$ cat config.mk
export PLATFORM = sky130hd
export DESIGN_NAME = busarb_unit
export DESIGN_NICKNAME = d
export VERILOG_FILES = /design/src/rtl/busarb_pkg.sv /design/src/rtl/busarb_pick.sv /design/src/rtl/busarb_arbiter.sv /design/src/rtl/busarb_requester.sv /design/src/rtl/busarb_unit.sv
export SDC_FILE = /design/constraint.sdc
export NUM_CORES = 1
export LEC_CHECK = 0
export BUFFER_PORTS_ARGS = -buffer_cell sky130_fd_sc_hd__buf_2
export CAP_MARGIN = 20
export CORE_ASPECT_RATIO = 1.4
export CORE_MARGIN = 5
export CORE_UTILIZATION = 42
export DETAILED_ROUTE_END_ITERATION = 8
export PLACE_DENSITY = 0.72
export SYNTH_ARGS = -nofsm -noshare
export SYNTH_HDL_FRONTEND = slang
export SYNTH_SLANG_ARGS = --single-unit
$ cat constraint.sdc
create_clock -name clk -period 2.5 [get_ports clk]
set_input_delay 0.125 -clock clk [delete_from_list [all_inputs] [get_ports clk]]
set_output_delay 0.125 -clock clk [all_outputs]
set_load 0.03 [all_outputs]
$ cat src/rtl/busarb_pkg.sv
package busarb_pkg;

  typedef enum logic [1:0] {
    ARB_IDLE  = 2'd0,
    ARB_OFFER = 2'd1,
    ARB_HELD  = 2'd2
  } arb_state_e;

  typedef enum logic [1:0] {
    RQ_IDLE = 2'd0,
    RQ_WAIT = 2'd1,
    RQ_OWN  = 2'd2
  } rq_state_e;

endpackage

$ cat src/rtl/busarb_pick.sv
module busarb_pick #(
  parameter int NLVL = 4,
  localparam int LW = $clog2(NLVL)
) (
  input  logic [NLVL-1:0] req_i,
  input  logic            rotate_i,
  input  logic [LW-1:0]   last_i,
  output logic            hit_o,
  output logic [LW-1:0]   lvl_o
);

  // candidate level examined at search offset g (offset 0 examined first)
  logic [LW-1:0] cand [NLVL];

  for (genvar g = 0; g < NLVL; g++) begin : g_cand
    assign cand[g] = rotate_i
      ? LW'((int'(last_i) + 2*NLVL - 1 - g) % NLVL)
      : LW'(NLVL - 1 - g);
  end

  always_comb begin
    hit_o = 1'b0;
    lvl_o = '0;
    for (int i = NLVL - 1; i >= 0; i--) begin
      if (req_i[cand[i]]) begin
        hit_o = 1'b1;
        lvl_o = cand[i];
      end
    end
  end

endmodule

$ cat src/rtl/busarb_arbiter.sv
module busarb_arbiter
  import busarb_pkg::*;
#(
  parameter int NLVL = 4,
  localparam int LW = $clog2(NLVL)
) (
  input  logic            clk,
  input  logic            rst_n,
  input  logic            rotate_i,
  input  logic [NLVL-1:0] req_i,
  input  logic            busy_i,
  output logic [NLVL-1:0] grant_o,
  output logic            clear_o
);

  arb_state_e      st_q, st_d;
  logic [NLVL-1:0] grant_q, grant_d;
  logic [LW-1:0]   owner_q, owner_d;
  logic [LW-1:0]   last_q, last_d;
  logic            clear_q, clear_d;
  logic            pick_hit;
  logic [LW-1:0]   pick_lvl;
  logic [NLVL-1:0] above;

  busarb_pick #(.NLVL(NLVL)) u_pick (
    .req_i    (req_i),
    .rotate_i (rotate_i),
    .last_i   (last_q),
    .hit_o    (pick_hit),
    .lvl_o    (pick_lvl)
  );

  for (genvar g = 0; g < NLVL; g++) begin : g_above
    assign above[g] = (LW'(g) > owner_q);
  end

  always_comb begin
    st_d    = st_q;
    grant_d = grant_q;
    owner_d = owner_q;
    last_d  = last_q;
    clear_d = clear_q;
    unique case (st_q)
      ARB_IDLE: begin
        clear_d = 1'b0;
        if (!busy_i && pick_hit) begin
          grant_d           = '0;
          grant_d[pick_lvl] = 1'b1;
          owner_d           = pick_lvl;
          last_d            = pick_lvl;
          st_d              = ARB_OFFER;
        end
      end
      ARB_OFFER: begin
        clear_d = 1'b0;
        if (busy_i) begin
          grant_d = '0;
          st_d    = ARB_HELD;
        end else if (!req_i[owner_q]) begin
          grant_d = '0;
          st_d    = ARB_IDLE;
        end
      end
      ARB_HELD: begin
        if (!busy_i) begin
          clear_d = 1'b0;
          st_d    = ARB_IDLE;
        end else begin
          clear_d = !rotate_i && (|(req_i & above));
        end
      end
      default: begin
        grant_d = '0;
        clear_d = 1'b0;
        st_d    = ARB_IDLE;
      end
    endcase
  end

  always_ff @(posedge clk or negedge rst_n) begin
    if (!rst_n) begin
      st_q    <= ARB_IDLE;
      grant_q <= '0;
      owner_q <= '0;
      last_q  <= '0;
      clear_q <= 1'b0;
    end else begin
      st_q    <= st_d;
      grant_q <= grant_d;
      owner_q <= owner_d;
      last_q  <= last_d;
      clear_q <= clear_d;
    end
  end

  assign grant_o = grant_q;
  assign clear_o = clear_q;

  assert_onehot_grant_R4: assert property (@(posedge clk) disable iff (!rst_n)
    $onehot0(grant_o));

  assert_grant_idle_R4: assert property (@(posedge clk) disable iff (!rst_n)
    $rose(|grant_o) |-> !$past(busy_i));

  assert_clear_rotate_R6: assert property (@(posedge clk) disable iff (!rst_n)
    $past(rotate_i) |-> !clear_o);

  assert_clear_drop_R7: assert property (@(posedge clk) disable iff (!rst_n)
    !busy_i |=> !clear_o);

endmodule

$ cat src/rtl/busarb_requester.sv
module busarb_requester
  import busarb_pkg::*;
#(
  parameter int NLVL = 4,
  localparam int LW = $clog2(NLVL)
) (
  input  logic            clk,
  input  logic            rst_n,
  input  logic            need_i,
  input  logic [LW-1:0]   lvl_i,
  input  logic            fair_i,
  input  logic            hold_i,
  input  logic [NLVL-1:0] other_req_i,
  input  logic [NLVL-1:0] grant_i,
  output logic [NLVL-1:0] req_o,
  output logic            busy_o
);

  rq_state_e       st_q, st_d;
  logic [LW-1:0]   lvl_q, lvl_d;
  logic [NLVL-1:0] req_q, req_d;
  logic            busy_q, busy_d;
  logic            may_ask, may_leave;

  assign may_ask   = need_i && !(fair_i && other_req_i[lvl_i]);
  assign may_leave = !need_i && (!hold_i || (|other_req_i));

  always_comb begin
    st_d   = st_q;
    lvl_d  = lvl_q;
    req_d  = req_q;
    busy_d = busy_q;
    unique case (st_q)
      RQ_IDLE: begin
        if (may_ask) begin
          st_d         = RQ_WAIT;
          lvl_d        = lvl_i;
          req_d        = '0;
          req_d[lvl_i] = 1'b1;
        end
      end
      RQ_WAIT: begin
        if (!need_i) begin
          st_d  = RQ_IDLE;
          req_d = '0;
        end else if (grant_i[lvl_q]) begin
          st_d   = RQ_OWN;
          req_d  = '0;
          busy_d = 1'b1;
        end
      end
      RQ_OWN: begin
        if (may_leave) begin
          st_d   = RQ_IDLE;
          busy_d = 1'b0;
        end
      end
      default: begin
        st_d   = RQ_IDLE;
        req_d  = '0;
        busy_d = 1'b0;
      end
    endcase
  end

  always_ff @(posedge clk or negedge rst_n) begin
    if (!rst_n) begin
      st_q   <= RQ_IDLE;
      lvl_q  <= '0;
      req_q  <= '0;
      busy_q <= 1'b0;
    end else begin
      st_q   <= st_d;
      lvl_q  <= lvl_d;
      req_q  <= req_d;
      busy_q <= busy_d;
    end
  end

  assign req_o  = req_q;
  assign busy_o = busy_q;

  assert_req_busy_excl_R10: assert property (@(posedge clk) disable iff (!rst_n)
    !((|req_o) && busy_o));

  assert_fair_holdoff_R9: assert property (@(posedge clk) disable iff (!rst_n)
    (st_q == RQ_IDLE && fair_i && other_req_i[lvl_i]) |=> (req_o == '0));

  assert_release_done_R11: assert property (@(posedge clk) disable iff (!rst_n)
    (busy_o && !need_i && !hold_i) |=> !busy_o);

endmodule

$ cat src/rtl/busarb_unit.sv
module busarb_unit #(
  parameter int NLVL = 4,
  localparam int LW = $clog2(NLVL)
) (
  input  logic            clk,
  input  logic            rst_n,
  input  logic            cfg_rotate,
  input  logic            cfg_fair,
  input  logic            cfg_hold,
  input  logic [NLVL-1:0] bus_req_i,
  input  logic            bus_busy_i,
  output logic [NLVL-1:0] grant_o,
  output logic            bus_clear_o,
  input  logic            loc_need,
  input  logic [LW-1:0]   loc_level,
  output logic [NLVL-1:0] loc_req_o,
  output logic            loc_busy_o
);

  logic [NLVL-1:0] merged_req;
  logic            merged_busy;

  assign merged_req  = bus_req_i | loc_req_o;
  assign merged_busy = bus_busy_i | loc_busy_o;

  busarb_arbiter #(.NLVL(NLVL)) u_arb (
    .clk      (clk),
    .rst_n    (rst_n),
    .rotate_i (cfg_rotate),
    .req_i    (merged_req),
    .busy_i   (merged_busy),
    .grant_o  (grant_o),
    .clear_o  (bus_clear_o)
  );

  busarb_requester #(.NLVL(NLVL)) u_req (
    .clk         (clk),
    .rst_n       (rst_n),
    .need_i      (loc_need),
    .lvl_i       (loc_level),
    .fair_i      (cfg_fair),
    .hold_i      (cfg_hold),
    .other_req_i (bus_req_i),
    .grant_i     (grant_o),
    .req_o       (loc_req_o),
    .busy_o      (loc_busy_o)
  );

endmodule

==> insert_results.sql, run 1 <==
INSERT INTO impl_metrics (metric_group, metric, value, unit) VALUES
('drt', 'ant_nets', '0', ''),
('power', 'power.density', '1090', 'nW/um^2'),
('timing', 'maxSlewViolCount', '0', ''),
('run', 'max_cap_viol_count', '0', ''),
('timing', 'worstMarginPinSlew', '0.704', 'ns'),
('synthesis', 'synthesis.area', '1050', 'um^2'),
('floorplan', 'design.die.area', '3610', 'um^2'),
('critical_path', 'criticalPathCategory', 'reg -> reg', ''),
('synthesis', 'avgSynthCellArea', '10.7', 'um^2'),
('timing', 'fin_ws', '0.549', 'ns'),
('floorplan', 'fp.dieH', '69.1', 'um'),
('global_routing', 'grt_pass1_wl', '4310', 'um'),
('synthesis', 'synth.net_count', '114', ''),
('clock_network', 'htree_num_levels', '1', ''),
('drt', 'drt_iter0_drc', '18', ''),
('clock_network', 'clock_path_buffers', '2', ''),
('clock_network', 'cts_setup_buffers', '0', ''),
('critical_path', 'data_required_time_of_the_worst_path', '2.73', 'ns'),
('power', 'total_leakage_power', '0.576', 'nW'),
('place', 'dp_hpwl', '1960', 'um'),
('synthesis', 'postSynthCellCount', '98', ''),
('place', 'place_area', '1200', 'um^2'),
('global_routing', 'use_met2', '24.6', '%'),
('global_routing', 'global_route.peak_usage_layer', 'met2', ''),
('clock_network', 'clk_transition_reported_paths', '0.10', 'ns'),
('drt', 'firstDrtPassIters', '4', ''),
('floorplan', 'coreArea', '2390', 'um^2'),
('finish', 'final_nets', '141', ''),
('timing', 'finalCritPeriodShare', '78.0', '%'),
('floorplan', 'floorplan.initialDensity', '43.9', '%'),
('clock_network', 'tritoncts', 'built', ''),
('clock_network', 'clk_root_buffer_cell', 'sky130_fd_sc_hd__clkbuf_4', ''),
('drt', 'detail_route.drc_violations', '0', ''),
('critical_path', 'critical-path-max-stage-delay', '0.47', 'ns'),
('status', 'outcome', 'complete, no violations', ''),
('finish', 'design_area', '1230', 'um^2'),
('global_routing', 'grt_overflow_total', '0', ''),
('drt', 'via_per_inst', '5.71', ''),
('clock_network', 'cts.sinks', '18', ''),
('synthesis', 'synthesized_flop_and_latch_total', '18', ''),
('hold_path', 'hold_path_depth', '2', ''),
('floorplan', 'row_count', '21', ''),
('critical_path', 'critical_path_maximum_fanout', '6', ''),
('hold_path', 'hold_class', 'in -> reg', ''),
('timing', 'fin_worst_skew', '0.00449', 'ns'),
('clock_network', 'cts-buffers-inserted', '3', ''),
('finish', 'layout.core_utilization', '51.5', '%'),
('floorplan', 'fp.dieW', '52.2', 'um'),
('synthesis', 'synth.lib_cells_used.distinct', '39', ''),
('critical_path', 'regToRegStartpoint', 'u_arb.owner_q[0]', ''),
('drt', 'post_drt_wl_per_cell', '15.6', 'um'),
('critical_path', 'category_of_cells_accounting_for_the_largest_share_of_critical_path_delay', 'compound AO/OA/AOI/OAI gates', ''),
('critical_path', 'crit_path_cell_trace', 'inv_1 > ha_1 > o21a_1 > a21boi_0 > o22ai_1 > mux2_4', ''),
('global_routing', 'grt.total_usage', '15.6', '%'),
('critical_path', 'worst_setup_path_end_kind', 'flip-flop', ''),
('critical_path', 'timing.critical_path.from_type', 'flip-flop', ''),
('critical_path', 'critical_path.startpoint', 'u_arb.owner_q[0]', ''),
('floorplan', 'io_pins', '23', ''),
('finish', 'storage_cell_area', '450', 'um^2'),
('critical_path', 'critPathSlowestCell', 'sky130_fd_sc_hd__dfrtp_1', ''),
('finish', 'fill_cells', '229', ''),
('drt', 'route.vias.total', '896', ''),
('clock_network', 'clk-insertion-delay-late', '0.28', 'ns'),
('timing', 'final_hold_viol_count', '0', ''),
('synthesis', 'synth.yosys.seq_area_share', '43.0', '%'),
('timing', 'final.setup.tns', '0', 'ns'),
('critical_path', 'arrival_time_at_the_worst_endpoint', '2.18', 'ns'),
('power', 'total_power', '1.35', 'mW'),
('finish', 'area_overhead_vs_synth', '17.5', '%'),
('finish', 'antenna_cells_inserted', '0', ''),
('critical_path', 'critPathBufInv', '1', '');
[metal layers]
metal	vias up	share of wire, %
met5	-	0
met4	0	2.3
met3	6	5.6
met2	23	49
met1	434	43
li1	433	-
[synthesized netlist by cell type, drive strengths merged]
library cell	number	area (um^2)
a211oi	1	7.51
a21boi	1	7.51
a21o	2	16.3
a21oi	4	20.0
a22o	3	26.3
a2bb2oi	1	8.76
a31oi	1	6.26
a32o	1	10.0
a32oi	1	8.76
a41o	1	10.0
and2	1	8.76
and3	1	6.26
buf	1	5.00
clkbuf	1	3.75
dfrtp	18	450
ha	3	37.5
inv	4	15.0
mux2	3	37.5
mux4	3	67.6
nand2	6	22.5
nand2b	2	12.5
nand3	2	10.0
nor2	9	33.8
nor3	6	30.0
nor4	3	18.8
o211ai	2	15.0
o21a	1	7.51
o21ai	4	20.0
o21bai	1	7.51
o22ai	1	6.26
o2bb2ai	4	35.0
o31a	1	10.0
o41ai	2	43.8
or2	1	6.26
or3b	1	8.76
or4	1	7.51
[how the worst max path moves through the flow]
stage,cells after the start,slack [ns],to
after global routing,6,0.36,u_arb.grant_o[0]
after floorplan,4,0.56,u_arb.owner_q[0]
after detailed placement,3,0.58,u_arb.owner_q[0]
final,6,0.55,u_arb.owner_q[0]
after CTS,6,0.57,u_arb.owner_q[0]
after global placement,3,0.63,u_arb.owner_q[0]
[final cells by class]
type / instances / area share, %
sequential: 18 / 36.5
multi-input combinational: 74 / 46.6
timing repair buffer: 24 / 10.4
inverter: 4 / 1.22
tap: 34 / 3.45
clock buffer: 3 / 1.83
[kinds of logic after synthesis]
kind of cell	synth area share [%]
AOI/OAI and AO/OA	25.4
adders and majority gates	3.58
buffers and inverters	2.27
DFF	43.0
muxes	10.0
and+or+nand+nor	15.8
[sequential cells by signal, indices dropped and copies added (netlist names)]
signal         cells
u_arb.st_q         2
u_arb.owner_q      2
u_req.lvl_q        2
u_arb.grant_o      4
u_arb.clear_o      1
u_req.busy_o       1
u_req.req_o        4
u_req.st_q         2
[power by group]
group,switching [mW],internal (mW),total (mW),leakage (nW)
combinational,0.396,0.296,0.692,0.330
sequential,0.118,0.397,0.515,0.233
clock,0.0838,0.0559,0.140,0.0138
[stage by stage]
| stage | hold WS, ns | std cells |
|---|---|---|
| floorplan | -0.171 | 98 |
| global placement | 0.0718 | 153 |
| detailed placement | 0.0771 | 153 |
| CTS | 0.0470 | 157 |
| global route | 0.0492 | 157 |
| finish | 0.0549 | 157 |
[cells in the final DEF, fill, tap and decap left out, drive strengths merged, types with 3 or more instances in the layout]
| cell type | count |
|---|---|
| buf | 23 |
| nor2 | 9 |
| inv | 4 |
| o21ai | 4 |
| nor3 | 6 |
| mux4 | 3 |
| nor4 | 3 |
| nand2 | 6 |
| o2bb2ai | 4 |
| clkbuf | 3 |
| mux2 | 3 |
| a21oi | 4 |
| dfrtp | 18 |
| ha | 3 |
| a22o | 3 |
[timing repair]
| item | CTS | global route |
|---|---|---|
| hold endpoints to repair | 18 | 0 |
| resized for setup | 0 | 0 |
| hold buffers | 1 | 0 |
Power figures use the tool's default switching activity.
==> run 2, diff against run 1 <==
==> constraint.sdc (replaced) <==
create_clock -name clk -period 1.99 [get_ports clk]
set_input_delay 0.0995 -clock clk [delete_from_list [all_inputs] [get_ports clk]]
set_output_delay 0.0995 -clock clk [all_outputs]
set_load 0.03 [all_outputs]
==> insert_results.sql, run 2 (synthesis gave the netlist of run 1 again) <==
INSERT INTO impl_metrics (metric_group, metric, value, unit) VALUES
('status', 'outcome', 'complete, no violations', ''),
('finish', 'final_nets', '144', ''),
('critical_path', 'crit-reg2reg-capture', 'u_arb.owner_q[0]', ''),
('place', 'io_buffers', '22', ''),
('place', 'globalplace.congestion', '0.846', ''),
('place', 'dp_hpwl', '1950', 'um'),
('drt', 'post_drt_wl_per_cell', '15.5', 'um'),
('timing', 'maxSlewHeadroom', '68.8', '%'),
('timing', 'fin_worst_skew', '0.00913', 'ns'),
('place', 'place_area', '1220', 'um^2'),
('timing', 'maxSlewViolCount', '0', ''),
('clock_network', 'cts.sinks', '18', ''),
('drt', 'drt_iter0_drc', '28', ''),
('finish', 'layout_common_cells', '22 x sky130_fd_sc_hd__buf_2, 18 x sky130_fd_sc_hd__dfrtp_1, 9 x sky130_fd_sc_hd__nor2_1', ''),
('power', 'clockPowerShare', '10.7', '%'),
('clock_network', 'cts-buffers-inserted', '3', ''),
('critical_path', 'arrival_time_at_the_worst_endpoint', '2.10', 'ns'),
('finish', 'design_area', '1250', 'um^2'),
('drt', 'via_per_inst', '5.74', ''),
('timing', 'worstMarginPinSlew', '0.469', 'ns'),
('critical_path', 'crit_cells', '3', ''),
('finish', 'multi_input_area', '574', 'um^2'),
('power', 'vdd_ir_drop_max', '0.000666', 'V'),
('critical_path', 'critPathBufInv', '0', ''),
('finish', 'finish.cell_count_without_fillers', '160', ''),
('critical_path', 'data_required_time_of_the_worst_path', '2.18', 'ns'),
('drt', 'detail_route.drc_violations', '0', ''),
('critical_path', 'critical-path-max-stage-delay', '0.64', 'ns'),
('floorplan', 'fp.dieW', '52.2', 'um'),
('floorplan', 'coreArea', '2390', 'um^2'),
('global_routing', 'grt_pass1_wl', '4170', 'um'),
('timing', 'rsz0062_at_grt', 'false', ''),
('drt', 'total_wirelength', '2490', 'um'),
('hold_path', 'holdPathEnd', 'u_arb.clear_o', ''),
('timing', 'final.setup.tns', '0', 'ns'),
('finish', 'area_overhead_vs_synth', '19.7', '%'),
('hold_path', 'hold_path_depth', '2', ''),
('clock_network', 'htree_num_levels', '1', ''),
('clock_network', 'clk_root_buffer_cell', 'sky130_fd_sc_hd__clkbuf_4', ''),
('global_routing', 'antenna_found_initial', '0', ''),
('clock_network', 'ctsResizeCount', '0', ''),
('drt', 'firstDrtPassIters', '4', ''),
('timing', 'setup-violations-final', '0', ''),
('hold_path', 'min-delay-start', 'cfg_rotate', ''),
('floorplan', 'floorplan.initialDensity', '43.9', '%'),
('critical_path', 'timing.critical_path.from_type', 'flip-flop', ''),
('critical_path', 'reg2reg_slack', '0.08', 'ns'),
('power', 'power.sequential.fraction', '36.4', '%'),
('timing', 'final_hold_viol_count', '0', ''),
('critical_path', 'timing.reg2reg.worst_path_depth', '3', ''),
('place', 'dp.cells', '156', ''),
('critical_path', 'category_of_cells_accounting_for_the_largest_share_of_critical_path_delay', 'simple AND/OR/NAND/NOR gates', ''),
('floorplan', 'design.die.area', '3610', 'um^2'),
('floorplan', 'fp.dieH', '69.1', 'um'),
('clock_network', 'clk-insertion-delay-late', '0.30', 'ns'),
('critical_path', 'critical_path_maximum_fanout', '6', ''),
('timing', 'fmax', '524', 'MHz'),
('clock_network', 'tritoncts', 'built', ''),
('place', 'detailedPlace.worstSlack', '0.129', 'ns'),
('global_routing', 'grt_overflow_total', '0', ''),
('finish', 'antenna_cells_inserted', '0', ''),
('finish', 'fill_cells', '222', ''),
('timing', 'finalCritPeriodShare', '95.9', '%'),
('power', 'power.density', '1370', 'nW/um^2'),
('critical_path', 'criticalPathCategory', 'reg -> reg', ''),
('power', 'power_switching_share', '43.9', '%'),
('hold_path', 'hold_class', 'in -> reg', ''),
('floorplan', 'io_pins', '23', ''),
('power', 'total_leakage_power', '0.592', 'nW'),
('finish', 'storage_cell_area', '450', 'um^2'),
('critical_path', 'worst_setup_path_end_kind', 'flip-flop', ''),
('critical_path', 'critPathSlowestCell', 'sky130_fd_sc_hd__or4_1', ''),
('power', 'cellInternalPower', '0.962', 'mW'),
('finish', 'mostFrequentLayoutCell', 'sky130_fd_sc_hd__buf_2', ''),
('timing', 'fin_ws', '0.0822', 'ns'),
('power', 'switchingPower', '0.754', 'mW'),
('power', 'total_power', '1.72', 'mW'),
('floorplan', 'row_count', '21', ''),
('finish', 'layout_cells_sized_above_1', '33.3', '%'),
('critical_path', 'regToRegStartpoint', 'u_req.req_o[3]', ''),
('timing', 'fin_crit', '1.91', 'ns'),
('power', 'combinational_fraction_of_design_power', '52.9', '%'),
('global_routing', 'grt.total_usage', '15.2', '%'),
('global_routing', 'largest_net_degree_at_the_start_of_global_routing', '19', ''),
('clock_network', 'cts_setup_buffers', '0', ''),
('drt', 'route.vias.total', '919', ''),
('critical_path', 'crit_path_cell_trace', 'or4_1 > o41ai_4 > mux2_4', ''),
('run', 'max_cap_viol_count', '0', ''),
('clock_network', 'clk_transition_reported_paths', '0.10', 'ns'),
('drt', 'ant_nets', '0', ''),
('clock_network', 'clock_path_buffers', '2', ''),
('global_routing', 'number_of_global_route_vias_before_repair', '947', '');
run 2: cell count changes in the layout (fill, tap and decap cells not counted):
cell                    delta
sky130_fd_sc_hd__buf_4     +3
run 2: metrics by stage:
stage,utilization [%],hold WS (ns)
2_1_floorplan,-,-0.196
3_3_place_gp,51.1,0.0463
3_5_place_dp,51.1,0.0520
4_1_cts,52.5,0.0162
5_1_grt,52.5,0.00698
6_report,52.5,0.0180
run 2: repair_timing:
action,4_1_cts,5_1_grt
endpoints found under the hold margin,18,0
hold buffers,1,0
setup endpoints to repair,0,0
run 2: layer usage:
metal | part of all wire, % | global-route usage [%]
met1 | 43 | 16.9
met2 | 49 | 24.8
met3 | 4.3 | 3.66
met4 | 3.3 | 9.94
met5 | 0 | 0
run 2: worst max-delay path by stage:
stage	start	endpoint	slack, ns
after detailed placement	u_req.req_o[3]	u_arb.owner_q[0]	0.13
after CTS	u_req.req_o[3]	u_arb.owner_q[0]	0.11
after global routing	u_arb.owner_q[1]	u_arb.grant_o[0]	0.02
final	u_req.req_o[3]	u_arb.owner_q[0]	0.08
after floorplan	u_req.req_o[2]	u_arb.owner_q[0]	0.05
after global placement	u_req.req_o[2]	u_arb.owner_q[0]	0.18
run 2: worst register-to-register path: stages (launching register included):
cell and delay, ns:
sky130_fd_sc_hd__dfrtp_1 0.43, sky130_fd_sc_hd__or4_1 0.64, sky130_fd_sc_hd__o41ai_4 0.39, sky130_fd_sc_hd__mux2_4 0.33
run 2: layout make-up:
cell class / count / area share, %
Multi-Input combinational cell: 74 / 45.8
Sequential cell: 18 / 35.9
Timing Repair Buffer: 27 / 12.0
Tap cell: 34 / 3.39
Clock buffer: 3 / 1.79
Inverter: 4 / 1.20
run 2: power groups by stage:
stage / Sequential, mW / Clock (mW) / Combinational, mW
6_report: 0.625 / 0.183 / 0.908
5_1_grt: 0.643 / 0.209 / 0.990
4_1_cts: 0.625 / 0.185 / 0.913
3_5_place_dp: 0.634 / 0 / 0.903
3_3_place_gp: 0.624 / 0 / 0.886
2_1_floorplan: 0.747 / 0 / 0.518
==> run 3, diff against run 2 <==
--- a/config.mk
+++ b/config.mk
@@ -5,7 +5,7 @@
 export SDC_FILE = /design/constraint.sdc
 export NUM_CORES = 1
 export LEC_CHECK = 0
-export BUFFER_PORTS_ARGS = -buffer_cell sky130_fd_sc_hd__buf_2
+export BUFFER_PORTS_ARGS = -buffer_cell sky130_fd_sc_hd__buf_4
 export CAP_MARGIN = 20
 export CORE_ASPECT_RATIO = 1.4
 export CORE_MARGIN = 5
==> insert_results.sql, run 3 (synthesis gave the netlist of run 1 again) <==
INSERT INTO impl_metrics (metric_group, metric, value, unit) VALUES
('place', 'globalplace.congestion', '0.809', ''),
('global_routing', 'largest_net_degree_at_the_start_of_global_routing', '19', ''),
('clock_network', 'ctsResizeCount', '0', ''),
('global_routing', 'number_of_global_route_vias_before_repair', '944', ''),
('floorplan', 'io_pins', '23', ''),
('finish', 'final_nets', '145', ''),
('timing', 'maxSlewViolCount', '0', ''),
('timing', 'rsz0062_at_grt', 'false', ''),
('floorplan', 'design.die.area', '3610', 'um^2'),
('floorplan', 'row_count', '21', ''),
('clock_network', 'cts.sinks', '18', ''),
('clock_network', 'clk_transition_reported_paths', '0.09', 'ns'),
('place', 'place_area', '1280', 'um^2'),
('drt', 'via_per_inst', '5.61', ''),
('drt', 'drt_iter0_drc', '19', ''),
('critical_path', 'critical_path_maximum_fanout', '6', ''),
('place', 'dp_hpwl', '1920', 'um'),
('finish', 'design_area', '1320', 'um^2'),
('power', 'cellInternalPower', '1.01', 'mW'),
('critical_path', 'critPathSlowestCell', 'sky130_fd_sc_hd__or4_1', ''),
('timing', 'setup-violations-final', '0', ''),
('power', 'power.density', '1330', 'nW/um^2'),
('clock_network', 'clk_root_buffer_cell', 'sky130_fd_sc_hd__clkbuf_4', ''),
('drt', 'post_drt_wl_per_cell', '15.0', 'um'),
('finish', 'antenna_cells_inserted', '0', ''),
('global_routing', 'grt_overflow_total', '0', ''),
('timing', 'worstMarginPinSlew', '0.433', 'ns'),
('power', 'power_switching_share', '42.4', '%'),
('finish', 'layout_cells_sized_above_1', '33.1', '%'),
('power', 'combinational_fraction_of_design_power', '54.1', '%'),
('global_routing', 'antenna_found_initial', '0', ''),
('drt', 'total_wirelength', '2410', 'um'),
('critical_path', 'arrival_time_at_the_worst_endpoint', '2.06', 'ns'),
('clock_network', 'cts-buffers-inserted', '3', ''),
('finish', 'area_overhead_vs_synth', '25.9', '%'),
('drt', 'ant_nets', '0', ''),
('timing', 'fin_worst_skew', '0.00372', 'ns'),
('critical_path', 'critical-path-max-stage-delay', '0.62', 'ns'),
('clock_network', 'tritoncts', 'built', ''),
('finish', 'fill_cells', '226', ''),
('critical_path', 'worst_setup_path_end_kind', 'flip-flop', ''),
('status', 'outcome', 'complete, no violations', ''),
('place', 'io_buffers', '22', ''),
('clock_network', 'htree_num_levels', '1', ''),
('finish', 'layout_common_cells', '26 x sky130_fd_sc_hd__buf_4, 18 x sky130_fd_sc_hd__dfrtp_1, 9 x sky130_fd_sc_hd__nor2_1', ''),
('timing', 'fin_crit', '1.88', 'ns'),
('timing', 'final_hold_viol_count', '0', ''),
('critical_path', 'category_of_cells_accounting_for_the_largest_share_of_critical_path_delay', 'simple AND/OR/NAND/NOR gates', ''),
('critical_path', 'data_required_time_of_the_worst_path', '2.17', 'ns'),
('critical_path', 'timing.critical_path.from_type', 'flip-flop', ''),
('floorplan', 'floorplan.initialDensity', '43.9', '%'),
('drt', 'route.vias.total', '904', ''),
('clock_network', 'clock_path_buffers', '2', ''),
('drt', 'firstDrtPassIters', '4', ''),
('drt', 'detail_route.drc_violations', '0', ''),
('critical_path', 'criticalPathCategory', 'reg -> reg', ''),
('global_routing', 'grt.total_usage', '14.8', '%'),
('run', 'max_cap_viol_count', '0', ''),
('power', 'total_leakage_power', '0.608', 'nW'),
('global_routing', 'grt_pass1_wl', '4180', 'um'),
('floorplan', 'fp.dieW', '52.2', 'um'),
('critical_path', 'crit_path_cell_trace', 'or4_1 > o41ai_4 > mux2_4', ''),
('hold_path', 'hold_class', 'in -> reg', ''),
('timing', 'finalCritPeriodShare', '94.3', '%'),
('timing', 'final.setup.tns', '0', 'ns'),
('floorplan', 'fp.dieH', '69.1', 'um'),
('finish', 'mostFrequentLayoutCell', 'sky130_fd_sc_hd__buf_4', ''),
('power', 'vdd_ir_drop_max', '0.000778', 'V'),
('floorplan', 'coreArea', '2390', 'um^2'),
('power', 'power.sequential.fraction', '36.0', '%'),
('timing', 'maxSlewHeadroom', '71.1', '%'),
('critical_path', 'critPathBufInv', '0', ''),
('timing', 'fmax', '533', 'MHz'),
('clock_network', 'clk-insertion-delay-late', '0.29', 'ns'),
('power', 'switchingPower', '0.742', 'mW'),
('power', 'clockPowerShare', '9.9', '%');
## run 3: stage by stage
step	cells	setup slack, ns	utilization (%)	total power, mW	hold slack [ns]
after floorplan	98	0.0461	-	1.27	-0.196
after global placement	156	0.176	53.4	1.56	-0.0187
after detailed placement	156	0.139	53.4	1.58	-0.0169
after CTS	161	0.125	55.2	1.77	0.0824
after global routing	161	0.0375	55.2	1.88	0.0856
final	161	0.114	55.2	1.75	0.0914
## run 3: layout make-up
type	count	area (um^2)	share of cell area, %
Sequential cell	18	450	34.1
Clock buffer	3	22.5	1.71
Timing Repair Buffer	28	215	16.3
Inverter	4	15.0	1.14
Tap cell	34	42.5	3.22
Multi-Input combinational cell	74	574	43.5
## run 3: path summary, 6_finish.rpt
| check | from | end | slack (ns) | depth (start not counted) |
|---|---|---|---|---|
| min in group asynchronous | rst_n | u_req.st_q[0] | 0.20 | 2 |
| setup reg to reg | u_req.req_o[3] | u_arb.owner_q[0] | 0.11 | 3 |
| setup / recovery | u_req.req_o[3] | u_arb.owner_q[0] | 0.11 | 3 |
| hold / removal | loc_level[0] | u_req.lvl_q[0] | 0.09 | 2 |
| hold reg to reg | u_req.st_q[1] | u_req.busy_o | 0.51 | 1 |
| max in group asynchronous | rst_n | u_req.req_o[0] | 1.60 | 2 |
## run 3: routing by layer
layer  part of all wire [%]  vias to the layer above  GRT usage, %
met2                     50                       22          24.3
li1                       -                      439             -
met4                    1.3                        0          6.53
met5                      0                        -             0
met1                     43                      439          18.7
met3                    4.7                        4          2.37
## run 3: repair_timing
action	4_1_cts	5_1_grt
hold buffers	2	0
hold endpoints to repair	19	0
buffers inserted	0	0
## run 3: power by group through the flow
| stage | sequential, mW | combinational [mW] | clock [mW] |
|---|---|---|---|
| detailed placement | 0.635 | 0.948 | 0 |
| global route | 0.648 | 1.04 | 0.193 |
| finish | 0.630 | 0.947 | 0.172 |
| CTS | 0.628 | 0.956 | 0.181 |
| global placement | 0.628 | 0.933 | 0 |
| floorplan | 0.747 | 0.518 | 0 |
